File: config.mk
export PLATFORM = sky130hd
export DESIGN_NAME = cnt_front
export DESIGN_NICKNAME = d
export VERILOG_FILES = /design/src/rtl/cnt_front_pkg.sv /design/src/rtl/cf_rise_det.sv /design/src/rtl/cf_divider.sv /design/src/rtl/cf_filter.sv /design/src/rtl/cnt_front.sv
export SDC_FILE = /design/constraint.sdc
export NUM_CORES = 1
export LEC_CHECK = 0
export ABC_AREA = 0
export ABC_CLOCK_PERIOD_IN_PS = 3350
export CELL_PAD_IN_SITES_DETAIL_PLACEMENT = 2
export CELL_PAD_IN_SITES_GLOBAL_PLACEMENT = 2
export CORE_ASPECT_RATIO = 1.2
export CORE_MARGIN = 5
export CORE_UTILIZATION = 40
export CTS_CLUSTER_DIAMETER = 100
export DETAILED_ROUTE_END_ITERATION = 8
export PLACE_DENSITY = 0.82
export SLEW_MARGIN = 30
export SYNTH_ARGS = -nofsm -noshare
export SYNTH_HDL_FRONTEND = slang
export SYNTH_SLANG_ARGS = --single-unit
File: constraint.sdc
create_clock -name clk_i -period 3.35 [get_ports clk_i]
set_input_delay 0.67 -clock clk_i [delete_from_list [all_inputs] [get_ports clk_i]]
set_output_delay 0.67 -clock clk_i [all_outputs]
set_load 0.02 [all_outputs]
File: src/rtl/cnt_front_pkg.sv
package cnt_front_pkg;
  typedef enum logic {
    MODE_TIME  = 1'b0,
    MODE_PULSE = 1'b1
  } cf_mode_e;
endpackage

File: src/rtl/cf_rise_det.sv
module cf_rise_det (
  input  logic clk_i,
  input  logic rst_ni,
  input  logic sig_i,
  output logic rise_o
);
  logic prev_q;
  always_ff @(posedge clk_i or negedge rst_ni) begin
    if (!rst_ni) prev_q <= 1'b0;
    else         prev_q <= sig_i;
  end
  assign rise_o = sig_i & ~prev_q;
endmodule

File: src/rtl/cf_divider.sv
module cf_divider #(
  parameter int RATIO_W = 4,
  localparam int DIV_W  = 1 << RATIO_W
) (
  input  logic               clk_i,
  input  logic               rst_ni,
  input  logic               tick_i,
  input  logic               clear_i,
  input  logic [RATIO_W-1:0] ratio_i,
  output logic               term_o
);
  logic [DIV_W-1:0] cnt_q;
  logic [DIV_W:0]   lim_w;
  logic [RATIO_W:0] shamt;

  // terminal value is 2^(P+1)-1
  assign shamt  = {1'b0, ratio_i} + {{RATIO_W{1'b0}}, 1'b1};
  assign lim_w  = ({{DIV_W{1'b0}}, 1'b1} << shamt) - {{DIV_W{1'b0}}, 1'b1};
  assign term_o = tick_i & (cnt_q == lim_w[DIV_W-1:0]);

  always_ff @(posedge clk_i or negedge rst_ni) begin
    if (!rst_ni)      cnt_q <= '0;
    else if (clear_i) cnt_q <= '0;
    else if (tick_i)  cnt_q <= term_o ? '0 : cnt_q + 1'b1;
  end
endmodule

File: src/rtl/cf_filter.sv
module cf_filter #(
  parameter int RATIO_W = 4,
  localparam int DIV_W  = 1 << RATIO_W
) (
  input  logic               clk_i,
  input  logic               rst_ni,
  input  logic               tick_i,
  input  logic               clear_i,
  input  logic               follow_i,
  input  logic [RATIO_W-1:0] ratio_i,
  input  logic               pin_i,
  output logic               rise_o
);
  logic [DIV_W-1:0] cnt_q;
  logic [DIV_W-1:0] lim_w;
  logic             acc_q;
  logic             differs;
  logic             done;

  assign lim_w   = ({{(DIV_W-1){1'b0}}, 1'b1} << ratio_i) - {{(DIV_W-1){1'b0}}, 1'b1};
  assign differs = pin_i ^ acc_q;
  assign done    = tick_i & ~clear_i & ~follow_i & differs & (cnt_q == lim_w);
  assign rise_o  = done & pin_i;

  always_ff @(posedge clk_i or negedge rst_ni) begin
    if (!rst_ni) begin
      cnt_q <= '0;
      acc_q <= 1'b0;
    end else if (follow_i) begin
      cnt_q <= '0;
      acc_q <= pin_i;
    end else if (clear_i) begin
      cnt_q <= '0;
    end else if (tick_i) begin
      if (!differs) cnt_q <= '0;   // pin back at accepted level: restart
      else if (done) begin
        cnt_q <= '0;
        acc_q <= pin_i;
      end else cnt_q <= cnt_q + 1'b1;
    end
  end
endmodule

File: src/rtl/cnt_front.sv
module cnt_front
  import cnt_front_pkg::*;
#(
  parameter int NUM_SRC  = 4,
  parameter int RATIO_W  = 4,
  localparam int SEL_W   = (NUM_SRC > 1) ? $clog2(NUM_SRC) : 1
) (
  input  logic               clk_i,
  input  logic               rst_ni,
  input  logic               enable_i,
  input  logic               mode_i,
  input  logic               bypass_i,
  input  logic [SEL_W-1:0]   src_sel_i,
  input  logic [RATIO_W-1:0] ratio_i,
  input  logic [NUM_SRC-1:0] clk_src_i,
  input  logic               pin_i,
  output logic               cnt_en_o,
  output logic               cfg_err_o
);
  localparam int CFG_W = 2 + SEL_W + RATIO_W;

  logic [CFG_W-1:0] cfg_w, cfg_q;
  logic             cfg_chg;
  logic             pulse_mode;
  logic             src_rise, pin_rise, tick;
  logic             div_term, filt_rise;
  logic             evt;
  logic             cnt_en_q;

  assign pulse_mode = (cf_mode_e'(mode_i) == MODE_PULSE);
  assign cfg_w      = {mode_i, bypass_i, src_sel_i, ratio_i};
  assign cfg_chg    = enable_i & (cfg_w != cfg_q);
  assign cfg_err_o  = enable_i & pulse_mode & ~bypass_i & (ratio_i == '0);

  always_ff @(posedge clk_i or negedge rst_ni) begin
    if (!rst_ni) cfg_q <= '0;
    else         cfg_q <= cfg_w;
  end

  cf_rise_det u_src_rise (
    .clk_i (clk_i), .rst_ni(rst_ni),
    .sig_i (clk_src_i[src_sel_i]), .rise_o(src_rise)
  );

  cf_rise_det u_pin_rise (
    .clk_i (clk_i), .rst_ni(rst_ni),
    .sig_i (pin_i), .rise_o(pin_rise)
  );

  assign tick = src_rise & enable_i & ~cfg_chg;

  cf_divider #(.RATIO_W(RATIO_W)) u_div (
    .clk_i  (clk_i),
    .rst_ni (rst_ni),
    .tick_i (tick & ~pulse_mode & ~bypass_i),
    .clear_i(~enable_i | cfg_chg),
    .ratio_i(ratio_i),
    .term_o (div_term)
  );

  cf_filter #(.RATIO_W(RATIO_W)) u_filt (
    .clk_i   (clk_i),
    .rst_ni  (rst_ni),
    .tick_i  (tick & pulse_mode & ~bypass_i),
    .clear_i (cfg_chg),
    .follow_i(~enable_i),
    .ratio_i (ratio_i),
    .pin_i   (pin_i),
    .rise_o  (filt_rise)
  );

  always_comb begin
    unique case ({pulse_mode, bypass_i})
      2'b00:   evt = div_term;
      2'b01:   evt = tick;
      2'b10:   evt = filt_rise & ~cfg_err_o;
      default: evt = pin_rise & ~cfg_chg;
    endcase
  end

  always_ff @(posedge clk_i or negedge rst_ni) begin
    if (!rst_ni) cnt_en_q <= 1'b0;
    else         cnt_en_q <= enable_i & evt;
  end

  assign cnt_en_o = cnt_en_q;
endmodule

; Yosys cells after proc, flatten, opt, wreduce, memory -nomap -nowiden
; Cells that the tools add are included.
[word_totals]
reg_bits = 44
output_inout_bits = 2
[op_classes]
shifts = 2
order_cmp = 1
mux = 16
n_eq_ne = 10
n_bitwise = 30
n_addsub = 5
reduce_logical = 4
[op_table]
columns = cell, count
row1 = 16-bit two-way mux, 8
row2 = "16-bit by 1-bit adder with 16-bit output, second input constant", 2
row3 = 16-bit == test, 2
row4 = "16-bit by 1-bit subtractor with 16-bit output, second input constant", 2
row5 = 1-bit bitwise AND, 21
row6 = "1-bit by 4-bit left shift with 16-bit output, first input constant", 1
row7 = "1-bit by 5-bit left shift with 16-bit output, first input constant", 1
row8 = 8-bit inequality test, 1
row9 = 1-bit inverter, 7
row10 = 1-bit two-way mux, 6
row11 = "2-bit by 1-bit inequality test with 1-bit output, second input constant", 3
row12 = "4-bit by 1-bit adder with 5-bit output, second input constant", 1
row13 = 4-bit zero test, 1
row14 = 4-bit AND reduction, 1
row15 = "2-bit by 3-bit < comparator with 1-bit output, second input constant", 1
row16 = "3-bit by 1-bit inequality test with 1-bit output, second input constant", 1
row17 = 1-bit case mux with 3 select lines, 1
row18 = 1-bit binary-select mux with 2-bit select, 1
row19 = "2-bit by 1-bit == test with 1-bit output, second input constant", 1
row20 = "2-bit == test, second input constant", 1
row21 = 2-bit zero test, 1
row22 = "2-bit inequality test, second input constant", 1
row23 = 2-bit nonzero test, 1
row24 = 1-bit OR, 1
row25 = 1-bit XOR, 1

; Logic depth before layout (Yosys ltp)
[depth]
ltp_word = 16
ltp_mapped = 15
depth_no_buf = 10

; Modules after synthesis
; Synthesis repeated with hierarchy kept, for this count alone.
[unflattened]
hier_cells = 430
area_unflattened_um2 = 3704.8
[modules_own_cells]
columns = module, seq_area_each_um2, n_inst, cells_per_inst, area_per_inst_um2
row1 = cf_filter, 425.4, 1, 199, 1670.4
row2 = cf_divider, 400.4, 1, 189, 1500.2
row3 = cnt_front, 225.2, 1, 38, 456.7
row4 = cf_rise_det, 25.0, 2, 2, 38.8

; Least setup slack after synthesis
; OpenSTA, ideal clock, no wires.
[synth_path]
path_kind = input to register
startpoint = in ratio_i[1]
endpoint = reg u_filt.cnt_q[13]
required_ps = 3224
arrival_time_ps = 3483
path_buffers = 5
setup_time_ps = 126
path_stages = 14
setup_slack_ps = -260
cell_sequence = buf_2 > buf_2 > buf_2 > nor4b_2 > inv_1 > ha_1 > clkbuf_1 > xnor2_1 > a211o_1 > a2111oi_4 > a31oi_4 > buf_6 > and3_1 > a221o_1
[synth_between]
elab_chain_cells = 15
elab_cells_between_ends = 19
cone_classes = 1 x add/sub / 3 x eq/ne / 1 x shift / 5 x mux / 9 x bitwise
[synth_lines]
columns = element, line
row1 = from (decl), cnt_front.sv:14  ; input logic [RATIO_W-1:0] ratio_i,
row2 = "parallel branches: the longest is 15 deep, another holds 16-bit by 1-bit subtractor with 16-bit output", n/a
row3 = to (signal assigned), cf_filter.sv:39  ; end else cnt_q <= cnt_q + 1'b1;
row4 = to (decl), cf_filter.sv:14  ; logic [DIV_W-1:0] cnt_q;
; Parallel ways; which one is timed is not known. The select of a mux whose other input is x is not followed.
; A chain may end at the register's enable or synchronous reset.

; Final worst setup path
[layout_path]
startpoint = in ratio_i[0]
endpoint = reg u_filt.cnt_q[8]
; The elaborated chain is that of the path after synthesis.

==> reports/metrics.cfg <==
[run_status]
outcome = finished clean

[clocking]
ctsHoldBuffers = 0
clkSinkCount = 44
clk_pin_slew_ps = 100
clock_latency_ps = 310
h-tree-depth = 2
clock_path_buffers = 2
cts_tree = yes
root_buffer = clkbuf_8
cts_made_buffers = 5

[floorplanning]
coreArea_mm2 = 0.00847
die_h_um = 111
core.rowCount = 37
io_pins = 18
dieArea_mm2 = 0.0105
initial_core_util = 0.403
fp.dieW_um = 94.3

[cells_and_area]
layout-area-overhead-vs-synth_pct = 21.6
nNetsFinal = 467
fill_cells = 934
layout-drive-gt1-share = 0.188
n_antenna_cell = 0
stdcell_count = 565
final_util = 0.490
fin_area_mm2 = 0.00415

[yosys]
synthesis.area_mm2 = 0.00341
yosysUniqueCellTypes = 68
synth_edf_count = 0
synth_most_common_cell = dfrtp_1
synth.avg_cell_area_um2 = 8.34
ys_async_sr_fraction = 1.00
yosys-top-cells-count = 44 x dfrtp_1, 36 x nand2_1, 30 x nor2_1, 24 x nand3_1, 22 x and3_1
synth_area_leader_cell = dfrtp_1
synthesis.nets = 429
netlist_top_cells_area = dfrtp_1 32%, and3_1 4.0%, nand2_1 4.0%, a221o_1 3.8%, xnor2_1 3.6%
yosysWarnings = 0
synth_top_area_frac = 0.323
synth-seq-cells = 44
ys_seq_area_frac = 0.323
ys.flop_type = dfrtp_1
syn-instance-count = 409

[setup_path]
slowest_delay_ps = 570
reg2reg_from = u_div.cnt_q[13]
setup.worst_path.end_class = register
path_max_fanout = 9
cp.arrival_ps = 3490
crit_start = ratio_i[0]
required_ps = 3540
cp_cell_sequence = buf_2 -> or4_4 -> ha_4 -> buf_8 -> and2_1 -> a222oi_1 -> xnor2_1 -> a21oi_2 -> a31oi_4 -> buf_12 -> and3_1 -> a221o_1
cp_slowest_cell = or4_4
start_kind = primary input
worstSetupPathType = in -> reg

[drt]
vias = 3536
firstDrtPassIters = 4
post_drt_wl_per_cell_um = 23.9
antenna_left = 0
drt_iter0_drc = 104
wl_um = 13500
drc = 0
via_per_inst = 6.26

[run]
maxCapViolCount = 0

[sta]
fmax_ghz = 0.303
slew_headroom = 0.597
setup_viol = 0
finalHoldViolations = 0
fin_tns_setup_ps = 0
tightestPinTransition_ps = 604
slew_violations = 0
finalCritPeriodShare = 0.986
fin_hold_ws_ps = 351
fin_crit_ps = 3300
finalWorstSetupSlack_ps = 47.6
finalClockSkew_ps = 8.23

[placement]
gp_congestion = 0.782
portBuffers = 17
post-place-ws_ps = -653
place_area_mm2 = 0.00397
dp_cells = 552
dp_hpwl_um = 9600

[grt]
grt_overflow_total = 0
grt_pass1_wl_um = 21900
grt_start_max_net_pins = 45
grt_pass1_vias = 4044
grt_usage = 0.269
antenna_found_initial = 0

[worst_hold_path]
hold_class = in -> async

[power]
power_leakage_nw = 1.71
finalPower_mw = 1.10
power_density_mw_per_mm2 = 265
ir_worst_vdd_mv = 0.176

-- layout make-up --
cell class	count	area, um2	share of cell area
Clock inverter	3	18.8	0.00452
Clock buffer	5	68.8	0.0166
Sequential cell	44	1100	0.265
Tap cell	117	146	0.0353
Multi-Input combinational cell	318	2180	0.526
Timing Repair Buffer	62	572	0.138
Inverter	16	60.1	0.0145
-- path summary, 6_finish.rpt --
path	slack, ps	to	cells after the start
max	50	u_filt.cnt_q[8]	12
min in group clk_i	560	u_filt.acc_q	1
min reg2reg	560	u_filt.acc_q	1
max in group asynchronous	2580	cfg_q[2]	1
max reg2reg	740	u_div.cnt_q[2]	8
min	350	u_div.cnt_q[5]	1
-- routing by layer --
layer	GRT usage	vias up	routed length, um	share of wire
met3	0.0346	46	307	0.023
met2	0.516	71	7550	0.56
met4	0.128	0	636	0.047
li1	-	1595	-	-
met1	0.279	1824	5010	0.37
met5	0	-	0	0
-- cell families (layout without fill, tap and decap cells) --
family	count (synthesis)	after routing	share of synthesized area
DFF	44	44	0.323
xor gates and xnor gates	21	21	0.0539
muxes	3	3	0.0132
AOI/OAI and AO/OA	100	100	0.229
and+or+nand+nor	188	188	0.299
other	1	1	0.00110
adders and majority gates	5	5	0.0176
buffers and inverters	47	86	0.0627
-- state kept, by name, summed over array words and instances, names as in the netlist --
signal / count
cnt_en_o: 1
u_src_rise.prev_q: 1
cfg_q: 8
u_filt.acc_q: 1
u_div.cnt_q: 16
u_filt.cnt_q: 16
u_pin_rise.prev_q: 1
-- critical path: cells and delay by family --
family | cells | cell delay (ps)
adders and majority gates | 1 | 200
AOI/OAI and AO/OA | 4 | 1140
and+or+nand+nor | 3 | 870
buffers and inverters | 3 | 450
xor gates and xnor gates | 1 | 150
-- repair_timing --
item / in CTS / in global routing
gates resized for setup: 20 / 7
setup buffers: 3 / 0
setup endpoints to repair: 34 / 18
cloned: 2 / 0
pin swaps: 6 / 9
-- report_power, final --
group	leakage [nW]	switching, mW	total, mW	internal [mW]
registers	0.590	0.00557	0.544	0.539
logic	1.07	0.112	0.198	0.0852
clock network	0.0479	0.211	0.357	0.146
-- placed cells by master, fill, tap and decap left out, types with 3 or more instances in the layout --
master	count
a211oi_1	4
a21o_1	3
a21oi_1	9
a221o_1	13
a31oi_1	3
a32oi_1	4
and2_1	3
and3_1	21
buf_2	3
buf_4	38
buf_6	3
clkbuf_8	5
clkdlybuf4s50_1	12
dfrtp_1	44
inv_1	13
inv_2	3
nand2_1	36
nand2b_1	11
nand3_1	23
nand4_1	10
nor2_1	30
nor2b_1	9
nor3_1	12
o2111ai_1	3
o21ai_0	13
o21ai_1	8
o21bai_1	3
o221ai_1	9
or2_2	3
or3_1	10
or4_4	3
xnor2_1	13
xor2_1	7
Power figures use the tool's default switching activity.
